### src/rtl/urx_pkg.sv
package urx_pkg;

    typedef enum logic [2:0] {
        RX_OFF,
        RX_HUNT,
        RX_START,
        RX_DATA,
        RX_STOP
    } rx_state_e;

    // Two-of-three vote used on every bit.
    function automatic logic vote3(input logic a, input logic b, input logic c);
        return (a & b) | (a & c) | (b & c);
    endfunction

endpackage

### src/rtl/urx_sync.sv
module urx_sync #(
    parameter int STAGES = 2
) (
    input  logic clk,
    input  logic rst_n,
    input  logic din,
    output logic dout
);
    logic [STAGES-1:0] chain;

    generate
        if (STAGES == 1) begin : g_one
            always_ff @(posedge clk or negedge rst_n) begin
                if (!rst_n) chain <= '1;
                else        chain <= din;
            end
        end else begin : g_multi
            always_ff @(posedge clk or negedge rst_n) begin
                if (!rst_n) chain <= '1;
                else        chain <= {chain[STAGES-2:0], din};
            end
        end
    endgenerate

    assign dout = chain[STAGES-1];
endmodule

### src/rtl/urx_frame_fsm.sv
module urx_frame_fsm
    import urx_pkg::*;
#(
    parameter int DATA_BITS = 8,
    parameter int OVS       = 16,
    parameter int MID       = 9
) (
    input  logic                 clk,
    input  logic                 rst_n,
    input  logic                 en,
    input  logic                 tick,
    input  logic                 line,
    output logic                 done,
    output logic [DATA_BITS-1:0] data,
    output logic                 noise,
    output logic                 frame_err,
    output logic                 busy
);
    localparam int CNT_W = $clog2(OVS + 1);
    localparam int BIT_W = $clog2(DATA_BITS + 1);
    localparam logic [CNT_W-1:0] S_LO  = CNT_W'(MID - 1);
    localparam logic [CNT_W-1:0] S_MID = CNT_W'(MID);
    localparam logic [CNT_W-1:0] S_HI  = CNT_W'(MID + 1);
    localparam logic [CNT_W-1:0] S_END = CNT_W'(OVS);
    localparam logic [BIT_W-1:0] LAST_BIT = BIT_W'(DATA_BITS - 1);

    rx_state_e            state, nxt;
    logic [CNT_W-1:0]     cnt;
    logic [BIT_W-1:0]     bitn;
    logic [DATA_BITS-1:0] shreg;
    logic [1:0]           smp;
    logic                 noise_acc;
    logic                 vote;
    logic                 disagree;

    assign vote     = vote3(smp[1], smp[0], line);
    assign disagree = !((smp[1] == smp[0]) && (smp[0] == line));

    // Next-state logic
    always_comb begin
        nxt = state;
        unique case (state)
            RX_OFF:   if (en) nxt = RX_HUNT;
            RX_HUNT:  if (tick && !line) nxt = RX_START;
            RX_START: begin
                if (tick && cnt == S_HI && vote)  nxt = RX_HUNT;
                else if (tick && cnt == S_END)    nxt = RX_DATA;
            end
            RX_DATA:  if (tick && cnt == S_END && bitn == LAST_BIT) nxt = RX_STOP;
            RX_STOP:  if (tick && cnt == S_HI) nxt = RX_HUNT;
            default:  nxt = RX_OFF;
        endcase
        if (!en) nxt = RX_OFF;
    end

    // State register
    always_ff @(posedge clk or negedge rst_n) begin
        if (!rst_n) state <= RX_OFF;
        else        state <= nxt;
    end

    // Datapath and outputs
    always_ff @(posedge clk or negedge rst_n) begin
        if (!rst_n) begin
            cnt       <= '0;
            bitn      <= '0;
            shreg     <= '0;
            smp       <= 2'b11;
            noise_acc <= 1'b0;
            done      <= 1'b0;
            noise     <= 1'b0;
            frame_err <= 1'b0;
        end else begin
            done <= 1'b0;
            if (!en) begin
                cnt       <= '0;
                bitn      <= '0;
                noise_acc <= 1'b0;
            end else if (tick) begin
                unique case (state)
                    RX_HUNT: begin
                        if (!line) begin
                            cnt       <= CNT_W'(1);
                            bitn      <= '0;
                            noise_acc <= 1'b0;
                        end
                    end
                    RX_START, RX_DATA, RX_STOP: begin
                        cnt <= (cnt == S_END) ? CNT_W'(1) : cnt + 1'b1;
                        if (cnt == S_LO)  smp[1] <= line;
                        if (cnt == S_MID) smp[0] <= line;
                        if (cnt == S_HI) begin
                            if (disagree) noise_acc <= 1'b1;
                            if (state == RX_DATA)
                                shreg <= {vote, shreg[DATA_BITS-1:1]};
                            if (state == RX_STOP) begin
                                done      <= 1'b1;
                                frame_err <= !vote;
                                noise     <= noise_acc | disagree;
                            end
                        end
                        if (state == RX_DATA && cnt == S_END)
                            bitn <= bitn + 1'b1;
                    end
                    default: ;
                endcase
            end
        end
    end

    assign data = shreg;
    assign busy = (state == RX_START) || (state == RX_DATA) || (state == RX_STOP);
endmodule

### src/rtl/urx_idle_det.sv
module urx_idle_det #(
    parameter int IDLE_TICKS = 160
) (
    input  logic clk,
    input  logic rst_n,
    input  logic en,
    input  logic tick,
    input  logic line,
    input  logic char_ok,
    output logic idle_hit,
    output logic armed
);
    localparam int W = $clog2(IDLE_TICKS + 1);
    localparam logic [W-1:0] LIMIT = W'(IDLE_TICKS);
    localparam logic [W-1:0] FIRE  = W'(IDLE_TICKS - 1);

    logic [W-1:0] cnt;

    assign idle_hit = en && tick && line && armed && (cnt == FIRE);

    always_ff @(posedge clk or negedge rst_n) begin
        if (!rst_n) begin
            cnt   <= '0;
            armed <= 1'b0;
        end else if (!en) begin
            cnt   <= '0;
            armed <= 1'b0;
        end else begin
            if (tick) begin
                if (!line)              cnt <= '0;
                else if (cnt != LIMIT)  cnt <= cnt + 1'b1;
            end
            if (idle_hit)      armed <= 1'b0;
            else if (char_ok)  armed <= 1'b1;
        end
    end
endmodule

### src/rtl/urx_status.sv
module urx_status #(
    parameter int DATA_BITS = 8
) (
    input  logic                 clk,
    input  logic                 rst_n,
    input  logic                 done,
    input  logic [DATA_BITS-1:0] ch_data,
    input  logic                 ch_noise,
    input  logic                 ch_frame,
    input  logic                 idle_hit,
    input  logic                 stat_rd,
    input  logic                 data_rd,
    output logic [DATA_BITS-1:0] dreg,
    output logic                 full,
    output logic                 ovr,
    output logic                 nse,
    output logic                 frm,
    output logic                 idle
);
    logic rd_armed;
    logic clr;

    assign clr = data_rd && rd_armed;

    always_ff @(posedge clk or negedge rst_n) begin
        if (!rst_n) begin
            rd_armed <= 1'b0;
            dreg     <= '0;
            full     <= 1'b0;
            ovr      <= 1'b0;
            nse      <= 1'b0;
            frm      <= 1'b0;
            idle     <= 1'b0;
        end else begin
            if (data_rd)      rd_armed <= 1'b0;
            else if (stat_rd) rd_armed <= 1'b1;

            if (clr) begin
                full <= 1'b0;
                ovr  <= 1'b0;
                nse  <= 1'b0;
                frm  <= 1'b0;
                idle <= 1'b0;
            end
            if (done) begin
                if (full && !clr) begin
                    ovr <= 1'b1;
                end else begin
                    dreg <= ch_data;
                    full <= 1'b1;
                    nse  <= ch_noise;
                    frm  <= ch_frame;
                end
            end
            if (idle_hit) idle <= 1'b1;
        end
    end
endmodule

### src/rtl/uart_rx_idle.sv
module uart_rx_idle #(
    parameter int DATA_BITS   = 8,
    parameter int OVS         = 16,
    parameter int IDLE_BITS   = 10,
    parameter int SYNC_STAGES = 2
) (
    input  logic                 clk,
    input  logic                 rst_n,
    input  logic                 rx_tick,
    input  logic                 rx_line,
    input  logic                 rx_en,
    input  logic                 stat_rd,
    input  logic                 data_rd,
    input  logic                 full_ie,
    input  logic                 idle_ie,
    output logic [DATA_BITS-1:0] rx_data,
    output logic                 rx_full,
    output logic                 err_overrun,
    output logic                 err_noise,
    output logic                 err_frame,
    output logic                 line_idle,
    output logic                 irq
);
    localparam int MID        = OVS / 2 + 1;
    localparam int IDLE_TICKS = IDLE_BITS * OVS;

    logic                 line_s;
    logic                 chr_done;
    logic [DATA_BITS-1:0] chr_data;
    logic                 chr_noise;
    logic                 chr_frame;
    logic                 rx_busy;
    logic                 idle_hit;
    logic                 idle_armed;
    logic [DATA_BITS-1:0] dreg;

    urx_sync #(.STAGES(SYNC_STAGES)) u_sync (
        .clk  (clk),
        .rst_n(rst_n),
        .din  (rx_line),
        .dout (line_s)
    );

    urx_frame_fsm #(.DATA_BITS(DATA_BITS), .OVS(OVS), .MID(MID)) u_fsm (
        .clk      (clk),
        .rst_n    (rst_n),
        .en       (rx_en),
        .tick     (rx_tick),
        .line     (line_s),
        .done     (chr_done),
        .data     (chr_data),
        .noise    (chr_noise),
        .frame_err(chr_frame),
        .busy     (rx_busy)
    );

    urx_idle_det #(.IDLE_TICKS(IDLE_TICKS)) u_idle (
        .clk     (clk),
        .rst_n   (rst_n),
        .en      (rx_en),
        .tick    (rx_tick),
        .line    (line_s),
        .char_ok (chr_done && !chr_frame),
        .idle_hit(idle_hit),
        .armed   (idle_armed)
    );

    urx_status #(.DATA_BITS(DATA_BITS)) u_stat (
        .clk     (clk),
        .rst_n   (rst_n),
        .done    (chr_done),
        .ch_data (chr_data),
        .ch_noise(chr_noise),
        .ch_frame(chr_frame),
        .idle_hit(idle_hit),
        .stat_rd (stat_rd),
        .data_rd (data_rd),
        .dreg    (dreg),
        .full    (rx_full),
        .ovr     (err_overrun),
        .nse     (err_noise),
        .frm     (err_frame),
        .idle    (line_idle)
    );

    assign rx_data = rx_en ? dreg : '0;
    assign irq     = (full_ie && (rx_full || err_overrun)) || (idle_ie && line_idle);
endmodule

### config.mk
export PLATFORM = sky130hd
export DESIGN_NAME = uart_rx_idle
export DESIGN_NICKNAME = d
export VERILOG_FILES = /design/src/rtl/urx_pkg.sv /design/src/rtl/urx_sync.sv /design/src/rtl/urx_frame_fsm.sv /design/src/rtl/urx_idle_det.sv /design/src/rtl/urx_status.sv /design/src/rtl/uart_rx_idle.sv
export SDC_FILE = /design/constraint.sdc
export NUM_CORES = 1
export LEC_CHECK = 0
export ABC_AREA = 1
export CAP_MARGIN = 25
export CELL_PAD_IN_SITES_DETAIL_PLACEMENT = 0
export CELL_PAD_IN_SITES_GLOBAL_PLACEMENT = 1
export CORE_ASPECT_RATIO = 0.9
export CORE_MARGIN = 2
export CORE_UTILIZATION = 38
export CTS_BUF_LIST = sky130_fd_sc_hd__clkbuf_4 sky130_fd_sc_hd__clkbuf_8
export CTS_CLUSTER_SIZE = 8
export DETAILED_ROUTE_END_ITERATION = 12
export GPL_TIMING_DRIVEN = 0
export HOLD_SLACK_MARGIN = 0.02
export PLACE_DENSITY_LB_ADDON = 0.1
export SLEW_MARGIN = 20
export SYNTH_ARGS = -nofsm -noshare
export SYNTH_HDL_FRONTEND = slang
export SYNTH_SLANG_ARGS = --single-unit
### constraint.sdc
create_clock -name clk -period 3.2 [get_ports clk]
set_input_delay 0.48 -clock clk [delete_from_list [all_inputs] [get_ports clk]]
set_output_delay 0.48 -clock clk [all_outputs]
set_load 0.01 [all_outputs]
==> results.py <==
metrics = {
    "global_route": {
        "grt_pass1_wl_um": 10540,
        "grt_pass1_vias": 2163,
        "antenna_found_initial": 0,
        "grt_max_degree": 52,
        "grtUsageTotal_pct": 16.63,
        "grt_overflow": 0,
    },
    "clock_network": {
        "numCtsBuffers": 5,
        "cts-resized-gates": 0,
        "clk_pin_slew_ns": 0.09,
        "ctsHoldBuffers": 0,
        "clock_latency_ns": 0.31,
        "clock-root-buffer": "clkbuf_8",
        "postCtsSetupRepairBufs": 0,
        "cts.sinks": 51,
        "htreeDepth": 2,
        "cts_buffer_depth": 2,
        "cts_tree": "built",
    },
    "timing": {
        "finalMaxSlewViolations": 0,
        "maxSlewHeadroom_pct": 56.53,
        "rsz0062_at_grt": "no",
        "fin_skew_ns": 0.008046,
        "fmax_mhz": 374.3,
        "min_period_over_period_pct": 83.49,
        "setup_viol": 0,
        "fin_crit_ns": 2.672,
        "tns_ns": 0,
        "worstMarginPinSlew_ns": 0.6521,
        "setup_ws_ns": 0.5282,
        "final_hold_viol_count": 0,
    },
    "yosys": {
        "syn_area_mm2": 0.002745,
        "ys_types": 31,
        "yosysTopAreaCellShare_pct": 42.84,
        "avgSynthCellArea_um2": 7.980,
        "synth_area_leader_cell": "dfrtp_1",
        "synthCells": 344,
        "ys_ff_latch": 51,
        "synth-seq-area-share_pct": 46.67,
        "synth_warnings": 0,
        "synth.area.top_cells": "dfrtp_1, nand2_1, inv_1, nand3_1, o21ai_0",
        "synth_fp_nets": 362,
    },
    "place": {
        "dp.cells": 459,
        "dpl.hpwl_um": 4194,
        "dp_slack_ns": 0.4808,
        "io_buffers": 22,
        "finalWeightedCongestion": 0.7796,
    },
    "setup_path": {
        "endpoint": "rx_data[7]",
        "path_delay_family": "buffers and inverters",
        "crit_path_end_kind": "output port",
        "path_class": "input pin to output port",
        "critPathMaxStageDelay_ns": 0.57,
        "start_kind": "input pin",
        "path_buf_inv": 5,
        "critical_path_depth": 6,
        "r2r.worst_path.cells": 8,
        "crit_start": "rx_en",
        "r2r_setup_slack_ns": 1.56,
        "critPathSlowestCell": "clkdlybuf4s50_1",
        "path_cells": "clkdlybuf4s50_1 > buf_4 > buf_2 > nand2_1 > inv_1 > clkdlybuf4s50_1",
        "r2r_end": "u_fsm.data[7]$_DFFE_PN0P_",
        "cp.arrival_ns": 2.19,
        "crit_required_ns": 2.72,
        "crit_fanout": 10,
        "cpMostUsedCell": "clkdlybuf4s50_1",
        "r2r_start": "u_fsm.cnt[0]$_DFFE_PN0P_",
    },
    "final_layout": {
        "final_common_cell": "nand2_1",
        "fin_cells": 467,
        "final_cell_mix": "nand2_1, inv_1, dfrtp_1",
        "antenna_cells": 0,
        "nNetsFinal": 391,
        "drive_gt1_share_pct": 11.23,
        "synthToLayoutAreaGrowth_pct": 17.14,
    },
    "hold_path": {
        "hold_path.class": "input pin to async pin",
    },
    "floorplanning": {
        "rows": 29,
        "die_h_um": 84.63,
        "die_area_mm2": 0.007921,
        "initial_core_util_pct": 39.00,
        "ios": 23,
        "dieWidth_um": 93.59,
        "core-area_mm2": 0.007039,
    },
    "run_status": {
        "outcome": "completed",
    },
    "power_and_ir_drop": {
        "p_leak_nw": 1.572,
        "ir_drop_mv": 0.2217,
        "power-per-cell-area_mw_per_mm2": 485.3,
    },
    "detailed_routing": {
        "drt_iter0_drc": 61,
        "ant_nets": 0,
        "drc": 0,
        "vias": 2210,
        "via_per_inst": 4.732,
        "wl_um": 5813,
        "drt-pass1-iter-count": 6,
        "avgRoutedWirePerCell_um": 12.45,
    },
    "run": {
        "cap_violations": 0,
    },
}
## registers in the layout, indices dropped and copies added, names as in the netlist, 2 cells and up
register and count:
u_stat.dreg 8, u_fsm.state 3, u_fsm.bitn 4, u_fsm.data 8
u_fsm.cnt 5, u_fsm.smp 2, u_sync.chain 2, u_idle.cnt 8
## metrics by stage
step | utilization (%) | instance area (um2) | hold slack (ns) | power (mW)
2_1_floorplan | - | 2745 | 0.1844 | 0.9346
3_3_place_gp | 43.78 | 3082 | 0.3470 | 1.033
3_5_place_dp | 43.74 | 3079 | 0.3476 | 1.030
4_1_cts | 45.68 | 3216 | 0.2291 | 1.575
5_1_grt | 45.68 | 3216 | 0.2489 | 1.653
6_report | 45.68 | 3216 | 0.1938 | 1.560
## how the worst min path moves through the flow
stage / from / to / slack [ns] / cells past startpoint
after floorplan: rst_n / u_fsm.bitn[0]$_DFFE_PN0P_ / 0.18 / 0
after global placement: u_sync.chain[0]$_DFF_PN1_ / u_sync.chain[1]$_DFF_PN1_ / 0.35 / 0
after detailed placement: u_sync.chain[0]$_DFF_PN1_ / u_sync.chain[1]$_DFF_PN1_ / 0.35 / 0
after CTS: rst_n / u_fsm.state[2]$_DFFE_PN0P_ / 0.23 / 1
after global routing: rst_n / u_idle.cnt[6]$_DFFE_PN0P_ / 0.25 / 1
final: rst_n / u_idle.cnt[6]$_DFFE_PN0P_ / 0.19 / 1
## synth_stat cells
cell type  count
inv_2          6
xnor2_1        1
inv_4          1
o21ai_4        1
nor4_1         2
nand2_1       89
nand3_1       30
nor2_4         5
buf_4          1
nor3b_1        2
nand2_2        5
nand4_1        5
xor2_1         3
dfstp_2        4
dfrtp_1       47
mux2_2         1
nor3_1         8
o21ai_1       12
nand3_4        1
ha_1           9
o21bai_1       2
nor3_4         1
a21oi_1        5
nand3_2        2
clkbuf_1       1
o21ai_0       25
o31ai_1        2
inv_1         52
nor2_1        16
nor2_2         3
buf_2          2
## kinds of logic after synthesis
logic type | Yosys count | synth area share, %
adder cells (fa/ha/maj) | 9 | 4.102
buffers and inverters | 63 | 8.934
AO/OA/AOI/OAI | 47 | 9.343
XOR/XNOR | 4 | 1.276
flip-flops | 51 | 46.67
AND/OR/NAND/NOR | 169 | 29.26
multiplexers | 1 | 0.4102
## power breakdown
group	switching, mW	internal (mW)
combinational	0.214	0.0936
sequential	0.0369	0.671
clock	0.223	0.321
## cell type report
class	count	area, um2
fill	756	3824
buffer	4	21.27
timing repair buffer	22	217.7
inverter	59	224.0
tap	93	116.4
multi-input combinational	230	1219
sequential	51	1281
clock buffer	6	76.32
clock inverter	2	60.06
## per-layer routing
metal	GRT usage, %	up-vias	routed length [um]
li1	-	1151	-
met1	23.81	1033	2974
met2	26.29	21	2629
met3	2.783	5	156
met4	4.348	0	52
met5	0	-	0
## worst register-to-register path, cell delays in order (launching register included)
cell     delay [ns]
dfrtp_1        0.44
inv_1          0.12
ha_1           0.16
nand2_1        0.09
nor2_4         0.13
nand3_2        0.17
buf_2          0.25
nand2_1        0.09
o31ai_1        0.08
No activity file was read; power rests on OpenSTA's default activity.
